**src/rtl/conv_poller_pkg.sv**
```systemverilog
package conv_poller_pkg;
  localparam logic [1:0] OP_SINGLE = 2'd0;
  localparam logic [1:0] OP_STREAM = 2'd2;

  localparam logic [7:0] CMD_WR_RATE = 8'h20;
  localparam logic [7:0] CMD_WR_MODE = 8'h10;
  localparam logic [7:0] CMD_RD_DATA = 8'h38;
  localparam logic [7:0] CMD_STREAM  = 8'h3C;

  // strobe bundle from control to the serial engine
  typedef struct packed {
    logic       go;
    logic       ones;
    logic [5:0] nBits;
    logic [7:0] txByte;
  } shiftCmd_t;
endpackage

```
**src/rtl/conv_poller_dp.sv**
```systemverilog
module conv_poller_dp
  import conv_poller_pkg::*;
#(
  parameter int HALF_DIV = 11,
  parameter int DATA_W   = 24
) (
  input  logic              clk,
  input  logic              rstN,
  input  shiftCmd_t         cmd,
  input  logic              miso,
  output logic              sclk,
  output logic              mosi,
  output logic              done,
  output logic [DATA_W-1:0] rxWord,
  output logic              misoFall
);
  localparam int HCW = $clog2(HALF_DIV + 1);
  localparam logic [HCW-1:0] HALF_LAST = HCW'(HALF_DIV - 1);

  logic              active, onesR, sclkR, mosiR, doneR;
  logic [HCW-1:0]    halfCnt;
  logic [5:0]        bitsLeft;
  logic [7:0]        txSh;
  logic [DATA_W-1:0] rxSh;
  logic              misoMeta, misoSync, misoPrev;

  always_ff @(posedge clk) begin
    if (!rstN) begin
      active <= 1'b0; onesR <= 1'b0; sclkR <= 1'b1; mosiR <= 1'b0; doneR <= 1'b0;
      halfCnt <= '0; bitsLeft <= '0; txSh <= '0; rxSh <= '0;
      misoMeta <= 1'b1; misoSync <= 1'b1; misoPrev <= 1'b1;
    end else begin
      doneR    <= 1'b0;
      misoMeta <= miso;
      misoSync <= misoMeta;
      misoPrev <= misoSync;
      if (!active) begin
        if (cmd.go) begin
          active   <= 1'b1;
          sclkR    <= 1'b0;
          mosiR    <= cmd.ones | cmd.txByte[7];
          txSh     <= {cmd.txByte[6:0], 1'b0};
          onesR    <= cmd.ones;
          bitsLeft <= cmd.nBits;
          halfCnt  <= HALF_LAST;
        end
      end else if (halfCnt != '0) begin
        halfCnt <= halfCnt - 1'b1;
      end else begin
        halfCnt <= HALF_LAST;
        if (!sclkR) begin
          sclkR <= 1'b1;
          rxSh  <= {rxSh[DATA_W-2:0], misoSync};
        end else if (bitsLeft > 6'd1) begin
          sclkR    <= 1'b0;
          mosiR    <= onesR | txSh[7];
          txSh     <= {txSh[6:0], 1'b0};
          bitsLeft <= bitsLeft - 6'd1;
        end else begin
          active <= 1'b0;
          doneR  <= 1'b1;
        end
      end
    end
  end

  assign sclk     = sclkR;
  assign mosi     = mosiR;
  assign done     = doneR;
  assign rxWord   = rxSh;
  assign misoFall = misoPrev & ~misoSync;

  assert_mosi_steady_R3: assert property (@(posedge clk) disable iff (!rstN)
    (sclkR && $past(sclkR)) |-> $stable(mosiR));
  assert_go_only_idle_R3: assert property (@(posedge clk) disable iff (!rstN)
    cmd.go |-> !active);
endmodule

```
**src/rtl/conv_poller_ctrl.sv**
```systemverilog
module conv_poller_ctrl
  import conv_poller_pkg::*;
#(
  parameter int DATA_W      = 24,
  parameter int TO_W        = 24,
  parameter int RESYNC_BITS = 32,
  parameter int SETTLE_CYC  = 50000
) (
  input  logic              clk,
  input  logic              rstN,
  input  logic              startPulse,
  input  logic [1:0]        opMode,
  input  logic              stopReq,
  input  logic              resyncReq,
  input  logic [7:0]        filterCfg,
  input  logic [7:0]        modeCfg,
  input  logic [TO_W-1:0]   timeoutLimit,
  input  logic              done,
  input  logic              misoFall,
  input  logic [DATA_W-1:0] rxWord,
  output shiftCmd_t         cmd,
  output logic              csN,
  output logic              resultValid,
  output logic [DATA_W-1:0] resultData,
  output logic              timeoutErr,
  output logic              busy
);
  localparam int SW = $clog2(SETTLE_CYC + 1);
  localparam logic [SW-1:0] SETTLE_LAST = SW'(SETTLE_CYC - 1);

  typedef enum logic [3:0] {
    S_IDLE, S_CFG, S_STRCMD, S_WAIT, S_RDCMD, S_READ, S_EXIT, S_RESYNC, S_SETTLE
  } state_e;

  state_e          state;
  logic            pending, stopPend, sendState, isStream;
  logic [1:0]      cfgIdx, opLat;
  logic [7:0]      filtLat, modeLat, cfgByte;
  logic [TO_W-1:0] waitCnt;
  logic [SW-1:0]   settleCnt;

  assign isStream  = (opLat == OP_STREAM);
  assign sendState = (state == S_CFG) || (state == S_STRCMD) || (state == S_RDCMD) ||
                     (state == S_READ) || (state == S_EXIT) || (state == S_RESYNC);

  always_comb begin
    case (cfgIdx)
      2'd0:    cfgByte = CMD_WR_RATE;
      2'd1:    cfgByte = filtLat;
      2'd2:    cfgByte = CMD_WR_MODE;
      default: cfgByte = modeLat;
    endcase
  end

  always_comb begin
    cmd = '0;
    cmd.nBits = 6'd8;
    case (state)
      S_CFG:          cmd.txByte = cfgByte;
      S_STRCMD:       cmd.txByte = CMD_STREAM;
      S_RDCMD, S_EXIT: cmd.txByte = CMD_RD_DATA;
      S_READ:         cmd.nBits = 6'(DATA_W);
      S_RESYNC: begin cmd.nBits = 6'(RESYNC_BITS); cmd.ones = 1'b1; end
      default: ;
    endcase
    cmd.go = sendState && !pending;
  end

  always_ff @(posedge clk) begin
    if (!rstN) begin
      state <= S_IDLE; pending <= 1'b0; stopPend <= 1'b0; cfgIdx <= '0; opLat <= '0;
      filtLat <= '0; modeLat <= '0; waitCnt <= '0; settleCnt <= '0;
      resultValid <= 1'b0; resultData <= '0; timeoutErr <= 1'b0;
    end else begin
      resultValid <= 1'b0;
      timeoutErr  <= 1'b0;
      if (cmd.go) pending <= 1'b1;
      if (stopReq && state != S_IDLE) stopPend <= 1'b1;
      case (state)
        S_IDLE: begin
          stopPend <= 1'b0;
          if (startPulse) begin
            opLat   <= opMode;
            filtLat <= filterCfg;
            modeLat <= {(opMode == OP_SINGLE) ? 2'b10 : 2'b00, modeCfg[5:0]};
            cfgIdx  <= '0;
            state   <= S_CFG;
          end else if (resyncReq) begin
            state <= S_RESYNC;
          end
        end
        S_CFG: if (done) begin
          pending <= 1'b0;
          if (cfgIdx == 2'd3) begin
            waitCnt <= '0;
            state   <= isStream ? S_STRCMD : S_WAIT;
          end else begin
            cfgIdx <= cfgIdx + 2'd1;
          end
        end
        S_STRCMD: if (done) begin
          pending <= 1'b0; waitCnt <= '0; state <= S_WAIT;
        end
        S_WAIT: begin
          if (stopPend && !isStream)       state <= S_IDLE;
          else if (misoFall)               state <= !isStream ? S_RDCMD : (stopPend ? S_EXIT : S_READ);
          else if (waitCnt == timeoutLimit) begin
            timeoutErr <= 1'b1;
            state      <= S_IDLE;
          end else                         waitCnt <= waitCnt + 1'b1;
        end
        S_RDCMD: if (done) begin pending <= 1'b0; state <= S_READ; end
        S_READ: if (done) begin
          pending     <= 1'b0;
          resultValid <= 1'b1;
          resultData  <= rxWord;
          waitCnt     <= '0;
          state       <= (opLat == OP_SINGLE) ? S_IDLE : S_WAIT;
        end
        S_EXIT: if (done) begin pending <= 1'b0; state <= S_IDLE; end
        S_RESYNC: if (done) begin pending <= 1'b0; settleCnt <= '0; state <= S_SETTLE; end
        S_SETTLE: begin
          if (settleCnt == SETTLE_LAST) state <= S_IDLE;
          else settleCnt <= settleCnt + 1'b1;
        end
        default: state <= S_IDLE;
      endcase
    end
  end

  assign csN  = (state == S_IDLE) || (state == S_SETTLE);
  assign busy = (state != S_IDLE);

  assert_valid_single_cycle_R4: assert property (@(posedge clk) disable iff (!rstN)
    resultValid |=> !resultValid);
  assert_timeout_releases_R9: assert property (@(posedge clk) disable iff (!rstN)
    timeoutErr |-> (csN && !busy));
endmodule

```
**src/rtl/conv_poller.sv**
```systemverilog
module conv_poller
  import conv_poller_pkg::*;
#(
  parameter int HALF_DIV    = 11,
  parameter int DATA_W      = 24,
  parameter int TO_W        = 24,
  parameter int RESYNC_BITS = 32,
  parameter int SETTLE_CYC  = 50000
) (
  input  logic              clk,
  input  logic              rstN,
  input  logic              startPulse,
  input  logic [1:0]        opMode,
  input  logic              stopReq,
  input  logic              resyncReq,
  input  logic [7:0]        filterCfg,
  input  logic [7:0]        modeCfg,
  input  logic [TO_W-1:0]   timeoutLimit,
  input  logic              miso,
  output logic              csN,
  output logic              sclk,
  output logic              mosi,
  output logic              resultValid,
  output logic [DATA_W-1:0] resultData,
  output logic              timeoutErr,
  output logic              busy
);
  shiftCmd_t         cmd;
  logic              done, misoFall;
  logic [DATA_W-1:0] rxWord;

  conv_poller_ctrl #(
    .DATA_W(DATA_W), .TO_W(TO_W), .RESYNC_BITS(RESYNC_BITS), .SETTLE_CYC(SETTLE_CYC)
  ) u_ctrl (
    .clk(clk), .rstN(rstN), .startPulse(startPulse), .opMode(opMode), .stopReq(stopReq),
    .resyncReq(resyncReq), .filterCfg(filterCfg), .modeCfg(modeCfg),
    .timeoutLimit(timeoutLimit), .done(done), .misoFall(misoFall), .rxWord(rxWord),
    .cmd(cmd), .csN(csN), .resultValid(resultValid), .resultData(resultData),
    .timeoutErr(timeoutErr), .busy(busy)
  );

  conv_poller_dp #(.HALF_DIV(HALF_DIV), .DATA_W(DATA_W)) u_dp (
    .clk(clk), .rstN(rstN), .cmd(cmd), .miso(miso), .sclk(sclk), .mosi(mosi),
    .done(done), .rxWord(rxWord), .misoFall(misoFall)
  );

  assert_sclk_only_selected_R3: assert property (@(posedge clk) disable iff (!rstN)
    !sclk |-> !csN);
endmodule

```
**config.mk**
```make
export PLATFORM = sky130hd
export DESIGN_NAME = conv_poller
export DESIGN_NICKNAME = d
export VERILOG_FILES = /design/src/rtl/conv_poller_pkg.sv /design/src/rtl/conv_poller_dp.sv /design/src/rtl/conv_poller_ctrl.sv /design/src/rtl/conv_poller.sv
export SDC_FILE = /design/constraint.sdc
export NUM_CORES = 1
export LEC_CHECK = 0
export BUFFER_PORTS_ARGS = -buffer_cell sky130_fd_sc_hd__buf_2
export CORE_UTILIZATION = 60
export CTS_BUF_LIST = sky130_fd_sc_hd__clkbuf_8
export DETAILED_ROUTE_END_ITERATION = 10
export PLACE_DENSITY = 0.82
export SYNTH_ARGS = -nofsm -noshare
export SYNTH_HDL_FRONTEND = slang
export SYNTH_SLANG_ARGS = --single-unit
```
**constraint.sdc**
```tcl
create_clock -name clk -period 3.7 [get_ports clk]
set_input_delay 0.555 -clock clk [delete_from_list [all_inputs] [get_ports clk]]
set_output_delay 0.555 -clock clk [all_outputs]
set_load 0.005 [all_outputs]
```
**After elaboration in Yosys (flattened, before gate mapping)**

Index checks and enable logic that the tools add are counted.

- Output and inout port bits: 30
- Register bits: 142
- Word-level logic and storage cells: 181

- Order comparisons: 1
- Reductions and logical operators: 38
- Equality and inequality tests: 34
- $add $sub $neg: 5
- Multiplexer cells: 70
- Bitwise gates (word level): 9

Operators by type and width:

| operator | count |
|---|---|
| two-way mux 24 bit | 6 |
| case mux 24 bit (3 select lines) | 1 |
| two-way mux 4 bit | 17 |
| case mux 8 bit (3 select lines) | 2 |
| two-way mux 8 bit | 5 |
| case mux 4 bit (9 select lines) | 1 |
| two-way mux 16 bit | 2 |
| case mux 16 bit (2 select lines) | 1 |
| two-way mux 6 bit | 5 |
| adder 24 x 1 -> 24 bit (second input constant) | 1 |
| equality test 24 bit | 1 |
| two-way mux 1 bit | 22 |
| inequality test 2 bit (second input constant) | 10 |
| adder 16 x 1 -> 16 bit (second input constant) | 1 |
| equality test 16 bit (second input constant) | 1 |
| equality test 4 x 3 -> 1 bit (second input constant) | 4 |
| inequality test 2 x 1 -> 1 bit (second input constant) | 8 |
| two-way mux 2 bit | 6 |
| case mux 6 bit (2 select lines) | 1 |
| AND reduction 10 bit | 1 |
| AND reduction 2 bit | 5 |
| equality test 4 x 2 -> 1 bit (second input constant) | 2 |
| AND reduction 4 bit | 2 |
| nonzero test 4 bit | 2 |
| 26 further kinds | 50 |

**Longest topological paths before layout**

Gate-level depths: netlist of the first run.

- Depth after elaboration: 10
- Depth in mapped cells: 10
- Gate-level depth less buffers: 8

**Modules after synthesis**

A second synthesis of the first run with hierarchy kept.

- Cells, all modules: 851
- Area total of the unflattened synthesis: 6759.0 um^2

By module, submodules not included:

| module | cells each | area each (um^2) | instances |
|---|---|---|---|
| conv_poller_ctrl | 601 | 4664.5 | 1 |
| conv_poller_dp | 250 | 2094.5 | 1 |

**Worst setup path before layout of the first run**

OpenSTA, ideal clock, no wires.

- Path kind: input-to-reg
- Start point: input port timeoutLimit[21]
- End point: register u_ctrl.state[0]
- Path buffers: 0
- Cell stages on the path: 6
- Setup slack: 1.670 ns
- Data arrival time: 1.959 ns
- Path through: xnor2_1 -> nand4_1 -> nor4_1 -> nand2_1 -> a221oi_2 -> mux2i_1

- Word-level cells in the longest chain between the ends: 3

RTL lines:

| what | RTL line | text |
|---|---|---|
| start: declaration | conv_poller.sv:18 | `input logic [TO_W-1:0] timeoutLimit,` |
| equality test 24 bit | conv_poller_ctrl.sv:107 | `else if (waitCnt == timeoutLimit) begin` |
| inequality test 4 x 2 -> 1 bit (no source line) | n/a |  |
| AND reduction 10 bit (no source line) | n/a |  |
| end signal: assignment | conv_poller_ctrl.sv:96 | `state <= isStream ? S_STRCMD : S_WAIT;` |
| end signal: assignment | conv_poller_ctrl.sv:106 | `else if (misoFall) state <= !isStream ? S_RDCMD : (stopPend ? S_EXIT : S_READ);` |
| end signal: assignment | conv_poller_ctrl.sv:118 | `state <= (opLat == OP_SINGLE) ? S_IDLE : S_WAIT;` |
| end: declaration | conv_poller_ctrl.sv:35 | `state_e state;` |

Every way passes these cells.
A chain may end at the register's enable or synchronous reset.

**Worst setup path in the final report of the first run**

- Start point: register u_ctrl.cfgIdx[1]
- End point: register u_ctrl.waitCnt[23]

- Word-level cells in the longest chain between the ends: 3

RTL lines:

| what | RTL line | text |
|---|---|---|
| start: declaration | conv_poller_ctrl.sv:37 | `logic [1:0] cfgIdx, opLat;` |
| start signal: assignment | conv_poller_ctrl.sv:98 | `cfgIdx <= cfgIdx + 2'd1;` |
| equality test 2 bit | conv_poller_ctrl.sv:94 | `if (cfgIdx == 2'd3) begin` |
| inequality test 2 bit (no source line) | n/a |  |
| AND reduction 7 bit (no source line) | n/a |  |
| end signal: assignment | conv_poller_ctrl.sv:110 | `end else waitCnt <= waitCnt + 1'b1;` |
| end: declaration | conv_poller_ctrl.sv:39 | `logic [TO_W-1:0] waitCnt;` |

Every way passes these cells.

==> flow_summary.ini, run 1 <==
[worst_hold_path]
min_path_type = primary input to register

[cells_and_area]
stdcell_area_um2 = 7310
fillers = 863
area_delta_synth_final_pct = 11.9
n_antenna_cell = 0
final_layout_size_suffix_gt1_frac = 0.144
nets = 941

[placed_design]
finalWeightedCongestion = 0.862
hpwl_um = 10400
place_area_um2 = 6930
portBuffers = 75

[clock_tree]
ctsHoldBuffers = 0
clkSlewWorstSetupHoldPaths_ps = 80
cts-resized-gates = 0
clockRootBuffer = clkbuf_8
cts_buffers = 17
htreeDepth = 4
cts_tree = built
clk_latency_ps = 460
cts_sinks = 140
post_cts.repair.setup_buffers = 0
cts_max_path_buffers = 2

[grt]
grt_max_degree = 89
antenna_found_initial = 0
grtUsageTotal = 0.283
grt_pass1_vias = 5594
grt_pass1_wl_um = 25400
grt_overflow = 0

[flow_run]
maxCapViolCount = 0

[sta]
skew_ps = 7.85
min_period_ps = 2820
final-setup-viol-count = 0
slew_headroom = 0.176
hold_violations = 0
clock.fmax_ghz = 0.355
finalCritPeriodShare = 0.761
worst_slew_pin_slew_ps = 1230
rsz0062_at_grt = no
maxSlewViolCount = 0
setup_tns_ps = 0

[power]
seqPwrFrac = 0.440
p_total_mw = 4.04
p_sw_frac = 0.358
p_leak_nw = 2.76
p_per_area_nw_per_um2 = 552
p_comb_frac = 0.264
p_clk_frac = 0.296
p_switching_mw = 1.44
p_int_mw = 2.59
max-vdd-ir-drop_mv = 0.377

[routing]
maxUsedRoutingLayer = met4
wl_per_cell_um = 14.8
route.met3.wl_um = 793
drt_wl_total_um = 15300
drt_iter0_drc = 455
vias = 5952
vias_per_cell = 5.77
drt_pass1_iterations = 5
ant_nets = 0
met2_length_um = 7410
drc = 0
wl_met1_um = 6750

[logic_synthesis]
synth_edf_count = 0
syn_avg_cell_area_um2 = 7.85
synth.yosys.seq_area_share = 0.429
synthCells = 832
netlist_area_um2 = 6530
ys_warn_count = 0
ys_ff_latch = 140
async_flop_share = 0
synth_cell_type_count = 59
syn_nets = 890
synth-main-ff-cell = dfxtp_1

[setup_path]
critical-path-max-stage-delay_ps = 730
crit_chain = ha_1 > nor2_1 > o32a_1 > a2111oi_4 > nand3_1 > or3_1 > a21oi_1
required_ps = 4080
crit_fanout = 16
critPathTopFamily = compound AO/OA/AOI/OAI gates
endpoint_kind = register
worstPathArrival_ps = 3200
critical_path_class = register to register
slowest_stage = a2111oi_4
startpoint_type = register
path_buf_inv = 0

[die]
rows = 37
core_um2 = 10500
die_w_um = 106
start_util = 0.624
io_pins = 78
dieHeight_um = 106
die_area_um2 = 11300

[status]
status = completed
## synthesized netlist by cell type (2+ instances only)
cell type    n  area (um^2)
nor2b_1      4         25.0
and4_1       3         26.3
ha_1        10          125
nor3_1      30          150
a21oi_1     90          450
or3_1        6         37.5
a311oi_1     2         17.5
nand2_1    184          691
buf_1        3         11.3
xnor2_1     39          342
dfxtp_1    140         2800
and4b_1      2         20.0
nand2b_1    20          125
buf_2        7         35.0
o21ai_0     28          140
inv_2        4         15.0
clkbuf_1    37          139
xor2_1       2         17.5
nand3b_1     2         15.0
nor2_1      71          267
and2_1       6         37.5
a211oi_1     4         30.0
nor4b_1      5         43.8
or4_1        2         15.0
nor4_1       8         50.1
inv_1       17         63.8
nor3b_1      2         15.0
nand4_1     31          194
mux2i_1     21          210
a211o_1      2         17.5
a221oi_1     5         43.8
nand3_1     10         50.1
and3_1       9         56.3
## cell type report
class | instances | area, um^2 | share of cell area
sequential | 140 | 2800 | 0.383
clock inverter | 14 | 136 | 0.0186
multi-input combinational | 620 | 3450 | 0.471
clock buffer | 18 | 248 | 0.0339
timing repair buffer | 82 | 428 | 0.0585
inverter | 22 | 82.6 | 0.0113
tap | 136 | 170 | 0.0233
## flip-flops by register name (all words and copies together), names as in the netlist, 2 cells and up
name,cells
u_dp.txSh,7
u_dp.halfCnt,4
u_ctrl.filtLat,8
u_ctrl.settleCnt,16
u_ctrl.state,4
u_ctrl.modeLat,7
u_dp.rxWord,24
u_ctrl.opLat,2
u_dp.bitsLeft,6
u_ctrl.waitCnt,24
u_ctrl.cfgIdx,2
u_ctrl.resultData,24
## final timing paths
path,from,endpoint,slack (ps),depth (start not counted)
setup / recovery,u_ctrl.cfgIdx[1],u_ctrl.waitCnt[23],880,7
hold / removal,miso,u_dp.misoMeta,290,2
setup reg to reg,u_ctrl.cfgIdx[1],u_ctrl.waitCnt[23],880,7
hold reg to reg,u_dp.misoMeta,u_dp.misoSync,410,1
## through the flow
step,hold WS (ps),utilization,std cells,setup slack [ps]
after floorplan,386,-,832,1670
after detailed placement,396,0.662,1000,980
after CTS,263,0.699,1032,923
final,288,0.699,1032,884
after global routing,265,0.699,1032,707
after global placement,395,0.662,1000,1060
## worst reg2reg max path, stage by stage (launching register included)
cell,delay (ps)
dfxtp_1,410
ha_1,500
nor2_1,120
o32a_1,280
a2111oi_4,730
nand3_1,200
or3_1,350
a21oi_1,150
## kinds of logic after synthesis
| group | share of synthesized area |
|---|---|
| simple gates | 0.285 |
| compound gates | 0.133 |
| flops | 0.429 |
| buf+inv | 0.0446 |
| xor+xnor | 0.0550 |
| mux | 0.0339 |
| fa+ha+maj | 0.0191 |
## power groups by stage
stage | Sequential (mW) | Combinational (mW) | Clock [mW]
after floorplan | 1.73 | 0.840 | 0
after global placement | 1.80 | 0.980 | 0
after detailed placement | 1.80 | 1.03 | 0
after CTS | 1.77 | 1.05 | 1.21
after global routing | 1.80 | 1.19 | 1.28
final | 1.78 | 1.07 | 1.19
## cell usage in the layout, fill, tap and decap left out, drive strengths merged, types with 3 or more instances in the layout
| master | count |
|---|---|
| nand2 | 184 |
| dfxtp | 140 |
| a21oi | 90 |
| buf | 82 |
| nor2 | 71 |
| xnor2 | 39 |
| nand4 | 31 |
| nor3 | 30 |
| o21ai | 28 |
| inv | 25 |
| mux2i | 21 |
| nand2b | 20 |
| clkbuf | 18 |
| nand3 | 10 |
| ha | 10 |
| and3 | 9 |
| nor4 | 8 |
| clkinv | 8 |
| and2 | 6 |
| or3 | 6 |
| a221oi | 6 |
| nor4b | 5 |
| nor2b | 4 |
| a211oi | 4 |
| and4 | 3 |
## metal layers
metal	vias to the layer above	track usage
li1	2951	-
met1	2788	0.341
met2	179	0.475
met3	34	0.0754
met4	0	0.119
met5	-	0
(Power assumes the default switching activity.)
==> run 2, diff against run 1 <==
--- a/config.mk
+++ b/config.mk
@@ -6,10 +6,10 @@
 export NUM_CORES = 1
 export LEC_CHECK = 0
 export BUFFER_PORTS_ARGS = -buffer_cell sky130_fd_sc_hd__buf_2
-export CORE_UTILIZATION = 60
+export CORE_UTILIZATION = 55
 export CTS_BUF_LIST = sky130_fd_sc_hd__clkbuf_8
 export DETAILED_ROUTE_END_ITERATION = 10
-export PLACE_DENSITY = 0.82
+export PLACE_DENSITY = 0.79
 export SYNTH_ARGS = -nofsm -noshare
 export SYNTH_HDL_FRONTEND = slang
 export SYNTH_SLANG_ARGS = --single-unit
==> constraint.sdc (replaced) <==
create_clock -name clk -period 2.4 [get_ports clk]
set_input_delay 0.36 -clock clk [delete_from_list [all_inputs] [get_ports clk]]
set_output_delay 0.36 -clock clk [all_outputs]
set_load 0.005 [all_outputs]
==> flow_summary.ini, run 2 (synthesized netlist as in run 1, its figures left out) <==
[placed_design]
finalWeightedCongestion = 0.840
hpwl_um = 10100
place_ws_ps = -28.7
place_inst = 1031
portBuffers = 75
place_area_um2 = 7130

[grt]
grt_max_degree = 58
grtUsageTotal = 0.251
grt_pass1_vias = 5591
grt_pass1_wl_um = 25300
grt_overflow = 0
antenna_found_initial = 0

[die]
rows = 39
die_w_um = 111
die_area_um2 = 12300
io_pins = 78
core_um2 = 11500
dieHeight_um = 111
start_util = 0.567

[sta]
timing.final.ws_setup_ps = 241
rsz0062_at_grt = no
skew_ps = 16.0
clock.fmax_ghz = 0.463
min_period_ps = 2160
final-setup-viol-count = 0
finalCritPeriodShare = 0.900
worst_slew_pin_slew_ps = 709
slew_headroom = 0.527
hold_violations = 0
maxSlewViolCount = 0
hold_slack_ps = 90.5
setup_tns_ps = 0

[setup_path]
crit_chain = ha_1 > nor2_1 > o32a_1 > a2111oi_2 > buf_4 > nand4_1 > or3_1 > a21oi_1
endpoint_kind = register
worstSetupStartpoint = u_ctrl.cfgIdx[0]
critical-path-max-stage-delay_ps = 390
crit_path_end = u_ctrl.waitCnt[10]
reg2reg_slack_ps = 240
r2r_start = u_ctrl.cfgIdx[0]
critPathTopFamily = compound AO/OA/AOI/OAI gates
cp_num_cells = 8
reg2regPathDepth = 8
critical_path_class = register to register
startpoint_type = register
worstPathArrival_ps = 2540
crit_fanout = 6
slowest_stage = dfxtp_1
r2r_end = u_ctrl.waitCnt[10]
required_ps = 2780
path_buf_inv = 1

[clock_tree]
clockRootBuffer = clkbuf_8
cts_buffers = 17
clk_latency_ps = 460
htreeDepth = 4
cts_sinks = 140
cts_tree = built
ctsHoldBuffers = 0
clkSlewWorstSetupHoldPaths_ps = 80
cts_max_path_buffers = 2

[routing]
drt_pass1_iterations = 8
drc = 2
drt_iter0_drc = 420
vias = 5967
drt_wl_total_um = 14900
ant_nets = 0
vias_per_cell = 5.60
wl_per_cell_um = 14.0

[cells_and_area]
nets = 967
final_layout_size_suffix_gt1_frac = 0.171
n_antenna_cell = 0
final_cell_mix = nand2_1, dfxtp_1, a21oi_1
final_common_cell = nand2_1
utilization = 0.663
fillers = 992
final_cells = 1065
stdcell_area_um2 = 7630
area_delta_synth_final_pct = 16.8

[status]
violations = DRC
status = complete, but fails checks

[power]
p_total_mw = 6.76
p_leak_nw = 2.95
max-vdd-ir-drop_mv = 0.554
p_per_area_nw_per_um2 = 886

[worst_hold_path]
min_path_type = primary input to register

[flow_run]
maxCapViolCount = 0
[run 2: cell count changes in the layout (fill, tap and decap cells not counted), sizes merged]
cell and delta:
clkinvlp -1, bufinv +4, inv +1, buf +26, clkinv -5, clkbuf +1
[run 2: worst min-delay path by stage]
stage                        from       endpoint  slack, ps  depth (start not counted)
finish                       miso  u_dp.misoMeta         90                          2
global route                 miso  u_dp.misoMeta         70                          2
global placement    u_dp.misoMeta  u_dp.misoSync        390                          1
detailed placement  u_dp.misoMeta  u_dp.misoSync        420                          1
CTS                          miso  u_dp.misoMeta         70                          2
floorplan           u_dp.misoMeta  u_dp.misoSync        390                          1
[run 2: report_power, final]
group | leakage (nW) | switching [mW] | total (mW) | internal [mW]
combinational | 1.58 | 1.05 | 1.81 | 0.758
sequential | 1.14 | 0.186 | 2.71 | 2.52
clock | 0.239 | 0.945 | 2.25 | 1.30
total | 2.95 | 2.18 | 6.76 | 4.58
[run 2: layout make-up]
class                           instances  area [um^2]  area share
Multi-Input combinational cell        620         3460       0.453
Inverter                               22         82.6      0.0108
Sequential cell                       140         2810       0.368
Timing Repair Buffer                  108          636      0.0833
Tap cell                              143          179      0.0234
Clock buffer                           19          262      0.0343
Clock inverter                         13          210      0.0275
[run 2: metal layers]
| layer | global-route usage | vias up | share of wire |
|---|---|---|---|
| met4 | 0.0886 | 0 | 0.017 |
| met1 | 0.325 | 2803 | 0.47 |
| met2 | 0.402 | 133 | 0.47 |
| met5 | 0 | - | 0 |
| li1 | - | 3004 | - |
| met3 | 0.0651 | 27 | 0.046 |
[run 2: what timing repair did]
item	4_1_cts	5_1_grt
setup endpoints to repair	18	2
gates resized for setup	1	4
pin swaps	0	0
cloned	0	0
endpoints found under the hold margin	0	0
buffers inserted	0	2
[run 2: worst register-to-register path, cell delays in order (launching register included)]
cell and delay (ps):
dfxtp_1 390, ha_1 200, nor2_1 60, o32a_1 260, a2111oi_2 360, buf_4 200, nand4_1 110, or3_1 340
a21oi_1 160
